[src/rtl/pf_pkg.sv]
package pf_pkg;
    typedef enum logic [1:0] {
        PH_IDLE,
        PH_SPACE,
        PH_STROBE
    } pf_phase_e;
endpackage

[src/rtl/pf_gap_timer.sv]
module pf_gap_timer #(
    parameter int TW = 8
) (
    input  logic          clk,
    input  logic          rst_n,
    input  logic          load,
    input  logic [TW-1:0] load_val,
    output logic          expired
);
    logic [TW-1:0] left_q;

    always_ff @(posedge clk or negedge rst_n) begin
        if (!rst_n)              left_q <= '0;
        else if (load)           left_q <= load_val;
        else if (left_q != '0)   left_q <= left_q - TW'(1);
    end

    assign expired = (left_q == '0);
endmodule

[src/rtl/pf_word_fifo.sv]
module pf_word_fifo #(
    parameter int W     = 16,
    parameter int DEPTH = 4
) (
    input  logic         clk,
    input  logic         rst_n,
    input  logic         flush,
    input  logic         push,
    input  logic [W-1:0] push_data,
    input  logic         pop,
    output logic [W-1:0] rd_data,
    output logic         empty,
    output logic         full
);
    localparam int PW = (DEPTH > 1) ? $clog2(DEPTH) : 1;
    localparam int CW = $clog2(DEPTH + 1);

    logic [W-1:0]  mem [DEPTH];
    logic [PW-1:0] wr_ptr, rd_ptr;
    logic [CW-1:0] fill;

    function automatic logic [PW-1:0] nxt(input logic [PW-1:0] p);
        return (p == PW'(DEPTH - 1)) ? '0 : p + PW'(1);
    endfunction

    always_ff @(posedge clk) begin
        if (push && !flush) mem[wr_ptr] <= push_data;
    end

    always_ff @(posedge clk or negedge rst_n) begin
        if (!rst_n) begin
            wr_ptr <= '0;
            rd_ptr <= '0;
            fill   <= '0;
        end else if (flush) begin
            wr_ptr <= '0;
            rd_ptr <= '0;
            fill   <= '0;
        end else begin
            if (push) wr_ptr <= nxt(wr_ptr);
            if (pop)  rd_ptr <= nxt(rd_ptr);
            if (push && !pop)      fill <= fill + CW'(1);
            else if (pop && !push) fill <= fill - CW'(1);
        end
    end

    assign rd_data = mem[rd_ptr];
    assign empty   = (fill == '0);
    assign full    = (fill == CW'(DEPTH));


    no_overflow_chk: assert property (@(posedge clk) disable iff (!rst_n)
        push |-> !full);

    no_underflow_chk: assert property (@(posedge clk) disable iff (!rst_n)
        pop |-> !empty);

    flush_empties_chk: assert property (@(posedge clk) disable iff (!rst_n)
        flush |=> empty);
endmodule

[src/rtl/pf_fetch_fsm.sv]
module pf_fetch_fsm
    import pf_pkg::*;
#(
    parameter int CNT_W = 16
) (
    input  logic             clk,
    input  logic             rst_n,
    input  logic             cnt_wr,
    input  logic [CNT_W-1:0] cnt_wdata,
    input  logic             gap_expired,
    input  logic             fifo_full,
    output logic             strobe,
    output logic             push,
    output logic             gap_load,
    output logic             budget_zero
);
    pf_phase_e        phase_q, phase_d;
    logic [CNT_W-1:0] budget_q;

    always_ff @(posedge clk or negedge rst_n) begin
        if (!rst_n) phase_q <= PH_IDLE;
        else        phase_q <= phase_d;
    end

    always_comb begin
        phase_d = phase_q;
        if (cnt_wr) begin
            phase_d = (cnt_wdata != '0) ? PH_SPACE : PH_IDLE;
        end else begin
            unique case (phase_q)
                PH_IDLE:   phase_d = PH_IDLE;
                PH_SPACE: begin
                    if (gap_expired && budget_q == '0)  phase_d = PH_IDLE;
                    else if (gap_expired && !fifo_full) phase_d = PH_STROBE;
                end
                PH_STROBE: phase_d = PH_SPACE;
                default:   phase_d = PH_IDLE;
            endcase
        end
    end

    always_comb begin
        strobe   = (phase_q == PH_STROBE);
        push     = strobe && !cnt_wr;
        gap_load = cnt_wr || strobe;
    end

    always_ff @(posedge clk or negedge rst_n) begin
        if (!rst_n)      budget_q <= '0;
        else if (cnt_wr) budget_q <= cnt_wdata;
        else if (strobe) budget_q <= (budget_q > CNT_W'(1)) ? budget_q - CNT_W'(2) : '0;
    end

    assign budget_zero = (budget_q == '0);


    budget_load_chk: assert property (@(posedge clk) disable iff (!rst_n)
        cnt_wr |=> budget_q == $past(cnt_wdata));

    single_strobe_chk: assert property (@(posedge clk) disable iff (!rst_n)
        strobe |=> !strobe);
endmodule

[src/rtl/pio_prefetch_engine.sv]
module pio_prefetch_engine #(
    parameter int DATA_W     = 16,
    parameter int CNT_W      = 16,
    parameter int TMR_W      = 8,
    parameter int FIFO_DEPTH = 4
) (
    input  logic              clk,
    input  logic              rst_n,
    input  logic              cnt_wr,
    input  logic [CNT_W-1:0]  cnt_wdata,
    input  logic [TMR_W-1:0]  cycle_clks,
    output logic              disk_rd_stb,
    input  logic [DATA_W-1:0] disk_rdata,
    input  logic              host_rd,
    output logic              host_ready,
    output logic [DATA_W-1:0] host_rdata,
    output logic              pf_done
);
    logic gap_expired, gap_load, push, pop, budget_zero;
    logic f_empty, f_full;

    pf_gap_timer #(.TW(TMR_W)) gap_i (
        .clk(clk), .rst_n(rst_n), .load(gap_load),
        .load_val(cycle_clks), .expired(gap_expired)
    );

    pf_fetch_fsm #(.CNT_W(CNT_W)) fsm_i (
        .clk(clk), .rst_n(rst_n), .cnt_wr(cnt_wr), .cnt_wdata(cnt_wdata),
        .gap_expired(gap_expired), .fifo_full(f_full), .strobe(disk_rd_stb),
        .push(push), .gap_load(gap_load), .budget_zero(budget_zero)
    );

    pf_word_fifo #(.W(DATA_W), .DEPTH(FIFO_DEPTH)) fifo_i (
        .clk(clk), .rst_n(rst_n), .flush(cnt_wr), .push(push),
        .push_data(disk_rdata), .pop(pop), .rd_data(host_rdata),
        .empty(f_empty), .full(f_full)
    );

    assign host_ready = !f_empty && !cnt_wr;
    assign pop        = host_rd && host_ready;
    assign pf_done    = budget_zero && f_empty;


    done_quiet_chk: assert property (@(posedge clk) disable iff (!rst_n)
        pf_done |-> !disk_rd_stb);
endmodule

[config.mk]
export PLATFORM = sky130hd
export DESIGN_NAME = pio_prefetch_engine
export DESIGN_NICKNAME = d
export VERILOG_FILES = /design/src/rtl/pf_pkg.sv /design/src/rtl/pf_gap_timer.sv /design/src/rtl/pf_word_fifo.sv /design/src/rtl/pf_fetch_fsm.sv /design/src/rtl/pio_prefetch_engine.sv
export SDC_FILE = /design/constraint.sdc
export NUM_CORES = 1
export LEC_CHECK = 0
export BUFFER_PORTS_ARGS = -buffer_cell sky130_fd_sc_hd__clkbuf_2
export CELL_PAD_IN_SITES_DETAIL_PLACEMENT = 0
export CELL_PAD_IN_SITES_GLOBAL_PLACEMENT = 2
export CORE_AREA = 4 4 109 111
export DETAILED_ROUTE_END_ITERATION = 6
export DIE_AREA = 0 0 113 115
export GPL_TIMING_DRIVEN = 0
export HOLD_SLACK_MARGIN = 0.15
export PLACE_DENSITY = 0.82
export SLEW_MARGIN = 20
export SYNTH_ARGS = -nofsm -noshare
export SYNTH_HDL_FRONTEND = slang
export SYNTH_SLANG_ARGS = --single-unit
[constraint.sdc]
create_clock -name clk -period 4.51 [get_ports clk]
set_input_delay 0.902 -clock clk [delete_from_list [all_inputs] [get_ports clk]]
set_output_delay 0.902 -clock clk [all_outputs]
set_load 0.03 [all_outputs]
# --- Yosys cells after proc, flatten, opt, wreduce, memory -nomap -nowiden ---
# Memory sizes are Yosys's and may differ from the RTL's.
# Cells that the tools add are included.
op_classes:
  n_eq_ne: 6
  magnitude_cmp: 1
  bitwise: 0
  div: 0
  shift: 0
  muxes: 21
  reduce_logical: 25
  n_addsub: 6
  n_mul: 0
op_table:
  columns: ["cell", "count"]
  rows:
  - ["$mux 16", 3]
  - ["$mux 2", 9]
  - ["$gt 16x1->1 const B", 1]
  - ["$logic_not 16->1", 1]
  - ["$mux 8", 2]
  - ["$reduce_bool 16->1", 1]
  - ["$sub 16x2->16 const B", 1]
  - ["$logic_and 1x1->1", 9]
  - ["$mux 3", 3]
  - ["$logic_not 8->1", 1]
  - ["$reduce_bool 2->1", 4]
  - ["$reduce_bool 8->1", 1]
  - ["$sub 8x1->8 const B", 1]
  - ["$eq 2x2->1 const B", 3]
  - ["$logic_not 1->1", 5]
  - ["$add 2x1->2 const B", 2]
  - ["$ne 4x2->1 const B", 1]
  - ["$pmux 2 s2", 1]
  - ["$add 3x1->3 const B", 1]
  - ["$eq 3x3->1 const B", 1]
  - ["$logic_not 3->1", 1]
  - ["$mux 1", 3]
  - ["$reduce_bool 3->1", 1]
  - ["$sub 3x1->3 const B", 1]
  - ["2 further kinds", 2]
totals:
  latchBits: 0
  in_bits: 44
  ram_bits: 64
  romBits: 0
  output_inout_bits: 19
  register_bits: 33
  word_cells: 66
  memories: 1
mem_list:
  columns: ["name", "words", "word_bits", "rd", "rd_clocked_by_memory_dff", "write_ports", "line_no", "source"]
  rows:
  - ["fifo_i.mem", 4, 16, 1, 0, 1, "pf_word_fifo.sv:18", "logic [W-1:0] mem [DEPTH];"]

# --- Logic depth before layout (Yosys ltp) ---
# Gate-level depths: netlist (run 1).
logic_depth:
  word_depth: 8
  mapped_depth: 9
  mapped_depth_nobuf: 7

# --- By module ---
# From an unflattened synthesis (run 1), not the netlist that was laid out.
unflattened:
  cells_unflattened: 331
  hier_area_um2: 4534.3
by_module_without_submodules:
  columns: ["module", "seq_area_each_um2", "cells_each", "area_per_inst_um2", "instances"]
  rows:
  - ["pf_word_fifo", 2097.0, 132, 2810.2, 1]
  - ["pf_fetch_fsm", 450.4, 142, 1224.9, 1]
  - ["pf_gap_timer", 200.2, 54, 476.7, 1]
  - ["pio_prefetch_engine", 0.0, 3, 22.5, 1]

# --- Least setup slack after synthesis (run 1) ---
# OpenSTA, ideal clock, no wires.
synth_path:
  path_kind: "register to output"
  start: "register fsm_i.budget_q[11]"
  end: "output pf_done"
  path_slack_ps: 1313
  t_required_ps: 3608
  n_path_buf: 0
  path_stages_with_launch: 5
  arrival_ps: 2295
  path_cell_list: "dfrtp_1 nor4_2 nand4_1 or3_1 nor4_1"
synth_via:
  elab_chain_len: 2
synth_rtl:
  columns: ["element", "line_no", "source"]
  rows:
  - ["from (decl)", "pf_fetch_fsm.sv:18", "logic [CNT_W-1:0] budget_q;"]
  - ["from (signal assigned)", "pf_fetch_fsm.sv:50", "else if (cnt_wr) budget_q <= cnt_wdata;"]
  - ["from (signal assigned)", "pf_fetch_fsm.sv:51", "else if (strobe) budget_q <= (budget_q > CNT_W'(1)) ? budget_q - CNT_W'(2) : '0;"]
  - ["$logic_not 16->1", "pf_fetch_fsm.sv:54", "assign budget_zero = (budget_q == '0);"]
  - ["$logic_and 1x1->1", "pio_prefetch_engine.sv:41", "assign pf_done = budget_zero && f_empty;"]
  - ["to (decl)", "pio_prefetch_engine.sv:17", "output logic pf_done"]
# No other way between the ends.

# --- Worst setup path in the final report (run 1) ---
layout_path:
  start: "register fsm_i.budget_q[2]"
  end: "output pf_done"
# The elaborated chain is that of the path after synthesis.

==> key figures, run 1 <==
Outcome
  • Status: complete, no violations

Logic synthesis
  • Post-synth top flop: edfxtp_1
  • Asr flop ratio synth: 34.0%
  • Mapped Area: 0.00449 sq mm
  • Post-synth EDFFs: 64
  • Syn_area_per_cell: 13.5 sq um
  • Most repeated cell in the gate-level netlist after synthesis: edfxtp_1
  • Top post-synthesis cells by count: edfxtp_1, dfrtp_1, nor2_1
  • Sequential fraction of the synthesis area: 61.2%
  • FF+latch count, synth: 97
  • YS warnings: 0
  • Synth Net Count: 388
  • Post-synth top area share: 42.8%
  • Syn Inst Count: 333
  • Largest cells by area after synthesis: edfxtp_1, dfrtp_1, mux4_2
  • Yosys top cell by area: edfxtp_1
  • Distinct cells, synth: 53

Critical path
  • Worst r2r src: fsm_i.phase_q[0]$_DFFE_PN0P_
  • Critical R2R Capture: fifo_i.mem[3][9]$_DFFE_PP_
  • Critical Path RT: 3610 ps
  • Arr. time, crit path: 2670 ps
  • R2R Setup Slk: 1800 ps
  • Worst setup EP type: output pin
  • Setup CP Type: register to output pin
  • CP Launch Type: register
  • Critical path endpoint: pf_done
  • Worst-path maximum fanout: 6
  • CP startpoint: fsm_i.budget_q[2]$_DFFE_PN0N_
  • R2R depth: 5

Hold path
  • Hold crit path type: register to register

Routing
  • Drt wl/cell: 17.5 um
  • DRT Pass-1 Iters: 4
  • DRC: 0
  • Remaining antenna violation count: 0
  • Vias per cell: 5.38
  • DRT iter0 DRCs: 189
  • Post-Route WL: 9650 um
  • Via count: 2962

Power
  • Combinational share of power: 23.3%
  • Clock power share: 25.6%
  • Sequential group share of total power: 51.1%
  • Leakage power: 1.89 nW
  • Tot Pwr: 2.01 mW
  • Worst VDD drop: 0.183 mV
  • P_sw: 0.625 mW
  • Pwr dens: 390 mW/mm^2
  • Switching Fraction: 31.1%
  • Internal: 1.39 mW

Floorplan
  • Die area: 0.0130 sq mm
  • Die width: 113 um
  • Boundary Pins: 63
  • Die H: 115 um
  • Initial Utilization: 41.6%
  • Core area: 0.0108 sq mm
  • FP Rows: 38

STA
  • Clock skew after layout: 9.11 ps
  • Min Tclk post-route: 3570 ps
  • Final setup fails: 0
  • Max-slew headroom: 41.0%
  • Worst-Margin Slew: 885 ps
  • Peak Freq: 280 MHz
  • Final period utilization: 79.2%
  • Final Hold Viols: 0
  • Slew Limit Fails: 0
  • Setup_tns: 0 ps
  • Hold_ws: 558 ps
  • Unrepaired setup endpoints after global routing: no

Place
  • Placed wire-length estimate: 6970 um
  • Placed Instances: 535
  • PortBufs: 62
  • GPL Wtd Cong: 0.789
  • Placed cell areas: 0.00497 sq mm

Clock tree
  • Clock sinks: 97
  • Clock buffer depth: 2
  • # hold bufs at CTS: 0
  • Total CTS buffers: 9
  • CTS tree: done
  • H-tree levels: 3
  • CTS-repair resized insts: 0
  • Setup Fix Bufs, Post-CTS: 0
  • Clock Tree Root: clkbuf_8
  • Clock Latency Late Sink: 350 ps
  • Clk pin slew, worst setup/hold paths: 90 ps

Global route
  • Initial antenna violation count: 0
  • First-pass GRT wire length: 15900 um
  • Largest net degree at the start of global routing: 34
  • Number of global-route vias before repair: 3072
  • Total global-route track usage: 15.7%
  • Overflow after GRT: 0

Finish
  • Synth-to-layout area growth: 14.8%
  • Fin cells: 551
  • Diodes inserted: 0
  • Layout cells sized above 1: 25.1%
  • Final instance area: 0.00515 sq mm
  • Nets: 461

Flow run
  • Max-capacitance violation count: 0
## power by group through the flow
stage          combinational, mW  clock (mW)  sequential, mW
6_report                   0.468       0.515            1.03
5_1_grt                    0.514       0.583            1.04
4_1_cts                    0.476       0.533            1.03
3_5_place_dp               0.475           0            1.05
3_3_place_gp               0.469           0            1.05
2_1_floorplan              0.353           0            1.04
## cells in the final DEF (no fill, tap or decap), types with 4 or more instances in the layout
cell type	synthesis	final
nor3_1	12	12
clkbuf_8	0	9
or4_1	6	6
or3_1	4	4
a2bb2oi_1	6	6
inv_1	16	16
a31oi_1	6	6
dfrtp_1	33	33
ha_1	10	10
mux4_2	16	16
nor2_1	30	30
mux2i_1	4	4
a21oi_1	13	13
nand2_1	13	13
nand3_1	4	4
nor3b_1	4	4
o31ai_1	6	6
and3_1	5	5
nor4_1	8	8
xnor2_1	7	7
clkbuf_2	1	63
edfxtp_1	64	64
clkbuf_1	11	11
o21ai_0	12	12
## through the flow
stage / utilization, % / worst slack (ps)
4_1_cts: 47.7 / 904
3_3_place_gp: 46.1 / 1300
3_5_place_dp: 46.1 / 1320
2_1_floorplan: - / 1310
5_1_grt: 47.7 / 734
6_report: 47.7 / 938
## routing by layer
metal	routed length (um)	vias up	GRT usage (%)
li1	-	1422	-
met2	4870	85	27.3
met4	70	0	3.37
met5	0	-	0
met1	4200	1446	20.4
met3	511	9	3.37
## worst max-delay path, stage by stage (launching register included)
cell and delay (ps):
dfrtp_1 440, nor3_1 430, nand4_1 330, or3_1 460, nor4_1 350, clkbuf_2 290
## flip-flops by register name, indices dropped and copies added (netlist names)
signal          flops
fsm_i.phase_q       2
fifo_i.wr_ptr       2
fsm_i.budget_q     16
fifo_i.mem         64
fifo_i.fill         3
gap_i.left_q        8
fifo_i.rd_ptr       2
## worst min-delay path by stage
stage,startpoint,to,cells after the start
after floorplan,fsm_i.budget_q[12]$_DFFE_PN0N_,fsm_i.budget_q[12]$_DFFE_PN0N_,1
after global routing,fsm_i.budget_q[12]$_DFFE_PN0N_,fsm_i.budget_q[12]$_DFFE_PN0N_,1
after CTS,fsm_i.budget_q[12]$_DFFE_PN0N_,fsm_i.budget_q[12]$_DFFE_PN0N_,1
final,fsm_i.budget_q[12]$_DFFE_PN0N_,fsm_i.budget_q[12]$_DFFE_PN0N_,1
after detailed placement,fsm_i.budget_q[12]$_DFFE_PN0N_,fsm_i.budget_q[12]$_DFFE_PN0N_,1
after global placement,fsm_i.budget_q[12]$_DFFE_PN0N_,fsm_i.budget_q[12]$_DFFE_PN0N_,1
## cell type report
cell class	instances	area, sq um
fill	1025	5640
sequential	97	2750
multi-input combinational	202	1600
timing repair buffer	62	310
tap	140	175
clock buffer	9	124
buffer	17	76.3
inverter	17	63.8
clock inverter	7	53.8
## logic make-up (layout without fill, tap and decap cells)
| group | Yosys count | in the layout | synth area share [%] |
|---|---|---|---|
| simple gates | 99 | 99 | 12.0 |
| flops | 97 | 97 | 61.2 |
| compound gates | 62 | 62 | 9.51 |
| buf+inv | 34 | 112 | 3.12 |
| mux | 21 | 21 | 9.17 |
| fa+ha+maj | 11 | 11 | 3.23 |
| xor+xnor | 9 | 9 | 1.76 |
Note: power is estimated with default switching activity, not from simulation.
==> run 2, diff against run 1 <==
Settings changed: CORE_AREA 4 4 109 111 to 4 4 113 115, DIE_AREA 0 0 113 115 to 0 0 117 119, PLACE_DENSITY 0.82 to 0.77.
Clock period 4.51 ns to 3.7 ns, I/O delays scaled along.
==> run 2 against run 1 <==
  * Final cell count grew 1.3%
  * Worst setup slack lost 500 ps
  * Utilization shrank 2.9 points
  * Final area grew 2.8%
  * Critical path type unchanged
  * First-iteration DRC count grew 9.5%
  * Critical endpoint unchanged
  * Worst hold slack lost 31 ps
  * Largest cell class unchanged
==> key figures, run 2 (same netlist as run 1, synthesis figures left out) <==
Clock tree
  • Clock sinks: 97
  • Clock buffer depth: 2
  • # hold bufs at CTS: 0
  • Clk pin slew, worst setup/hold paths: 70 ps
  • Clock Latency Late Sink: 340 ps
  • CTS-repair resized insts: 0
  • Total CTS buffers: 9
  • Clock Tree Root: clkbuf_16
  • H-tree levels: 3
  • CTS tree: done
  • Setup Fix Bufs, Post-CTS: 0

Critical path
  • Setup CP Type: register to output pin
  • Critical Path RT: 2960 ps
  • R2R depth: 5
  • Worst r2r src: fsm_i.phase_q[0]$_DFFE_PN0P_
  • R2R Setup Slk: 940 ps
  • Arr. time, crit path: 2520 ps
  • Critical R2R Capture: fifo_i.mem[1][1]$_DFFE_PP_
  • Worst setup EP type: output pin
  • Worst-path maximum fanout: 6
  • CP Launch Type: register

STA
  • Slew Limit Fails: 0
  • Final setup fails: 0
  • Final Hold Viols: 0
  • Final period utilization: 88.2%
  • Worst-Margin Slew: 918 ps
  • Unrepaired setup endpoints after global routing: no
  • Max-slew headroom: 38.8%
  • Peak Freq: 306 MHz
  • Min Tclk post-route: 3260 ps
  • Clock skew after layout: 7.60 ps
  • Setup_tns: 0 ps
  • Hold_ws: 527 ps

Routing
  • Remaining antenna violation count: 0
  • Post-Route WL: 9930 um
  • DRT iter0 DRCs: 207
  • Via count: 3006
  • DRT Pass-1 Iters: 4
  • Drt wl/cell: 17.8 um
  • Vias per cell: 5.39
  • DRC: 0

Power
  • Clock power share: 35.3%
  • Switching Fraction: 27.8%
  • Leakage power: 1.95 nW
  • P_sw: 0.784 mW
  • Worst VDD drop: 0.266 mV
  • Tot Pwr: 2.82 mW
  • Sequential group share of total power: 44.5%
  • Pwr dens: 532 mW/mm^2
  • Combinational share of power: 20.2%
  • Internal: 2.03 mW

Global route
  • First-pass GRT wire length: 15800 um
  • Total global-route track usage: 14.9%
  • Overflow after GRT: 0
  • Initial antenna violation count: 0
  • Number of global-route vias before repair: 3024
  • Largest net degree at the start of global routing: 34

Place
  • Placed wire-length estimate: 6970 um
  • PortBufs: 62
  • GPL Wtd Cong: 0.725

Hold path
  • Hold crit path type: input pin to async pin

Floorplan
  • Die width: 117 um
  • Die H: 119 um
  • Initial Utilization: 38.0%
  • FP Rows: 40
  • Core area: 0.0118 sq mm
  • Die area: 0.0139 sq mm
  • Boundary Pins: 63

Outcome
  • Status: complete, no violations

Flow run
  • Max-capacitance violation count: 0

Finish
  • Diodes inserted: 0
  • Sequential cell area: 0.00275 sq mm
  • Most common cell after layout, fill and taps aside: edfxtp_1
  • Synth-to-layout area growth: 18.0%
  • Fillers: 1098
  • Max reg flops: 64
  • Multi-input logic area: 0.00160 sq mm
  • Most frequent cells in the layout: edfxtp_1, clkbuf_2, dfrtp_1
  • Largest registers: fifo_i.mem: 64 flops, fsm_i.budget_q: 16 flops, gap_i.left_q: 8 flops
  • Layout cells sized above 1: 24.8%
  • Nets: 461
  • Reg with most FFs: fifo_i.mem
## run 2: cell count changes in the layout (fill, tap and decap cells not counted), sizes merged
cell and change:
bufinv +2, clkinv -2, inv -2, clkbuf +2
## run 2: per-stage QoR
step	instances	area, sq um	setup slack (ps)	util [%]
4_1_cts	558	5300	379	44.8
3_3_place_gp	542	4980	783	42.2
3_5_place_dp	542	4980	763	42.2
5_1_grt	558	5300	263	44.8
6_report	558	5300	436	44.8
2_1_floorplan	333	4490	665	-
## run 2: final cells by class
type,count,area share [%]
well taps,147,3.47
clock inverters,5,1.54
clock buffers,11,4.39
plain buffers,17,1.44
multi-input cells,202,30.2
repair buffers,62,5.86
inverters,17,1.20
flip-flops and latches,97,51.9
## run 2: routing by layer
layer / wire length, um / up-vias / track usage (%)
met3: 386 / 11 / 2.69
met4: 163 / 0 / 5.38
met5: 0 / - / 0
li1: - / 1424 / -
met1: 4480 / 1504 / 20.2
met2: 4900 / 67 / 23.8
## run 2: worst max-delay path: stages (launching register included)
cell and delay (ps):
dfrtp_1 440, nor3_1 420, nand4_1 340, or3_1 480
nor4_1 230, clkbuf_2 280
## run 2: power by group through the flow
stage | clock network (mW) | logic, mW | registers, mW
after floorplan | 0 | 0.430 | 1.26
after global placement | 0 | 0.574 | 1.28
after detailed placement | 0 | 0.581 | 1.28
after CTS | 1.02 | 0.582 | 1.25
after global routing | 1.07 | 0.629 | 1.26
final | 0.994 | 0.568 | 1.25
## run 2: how the worst max path moves through the flow
stage | startpoint | end | slack [ps] | cells past startpoint
2_1_floorplan | fsm_i.budget_q[11]$_DFFE_PN0N_ | pf_done | 670 | 4
3_3_place_gp | fsm_i.budget_q[2]$_DFFE_PN0N_ | pf_done | 780 | 5
3_5_place_dp | fsm_i.budget_q[2]$_DFFE_PN0N_ | pf_done | 760 | 5
4_1_cts | fsm_i.budget_q[2]$_DFFE_PN0N_ | pf_done | 380 | 5
5_1_grt | fsm_i.budget_q[11]$_DFFE_PN0N_ | pf_done | 260 | 5
6_report | fsm_i.budget_q[2]$_DFFE_PN0N_ | pf_done | 440 | 5
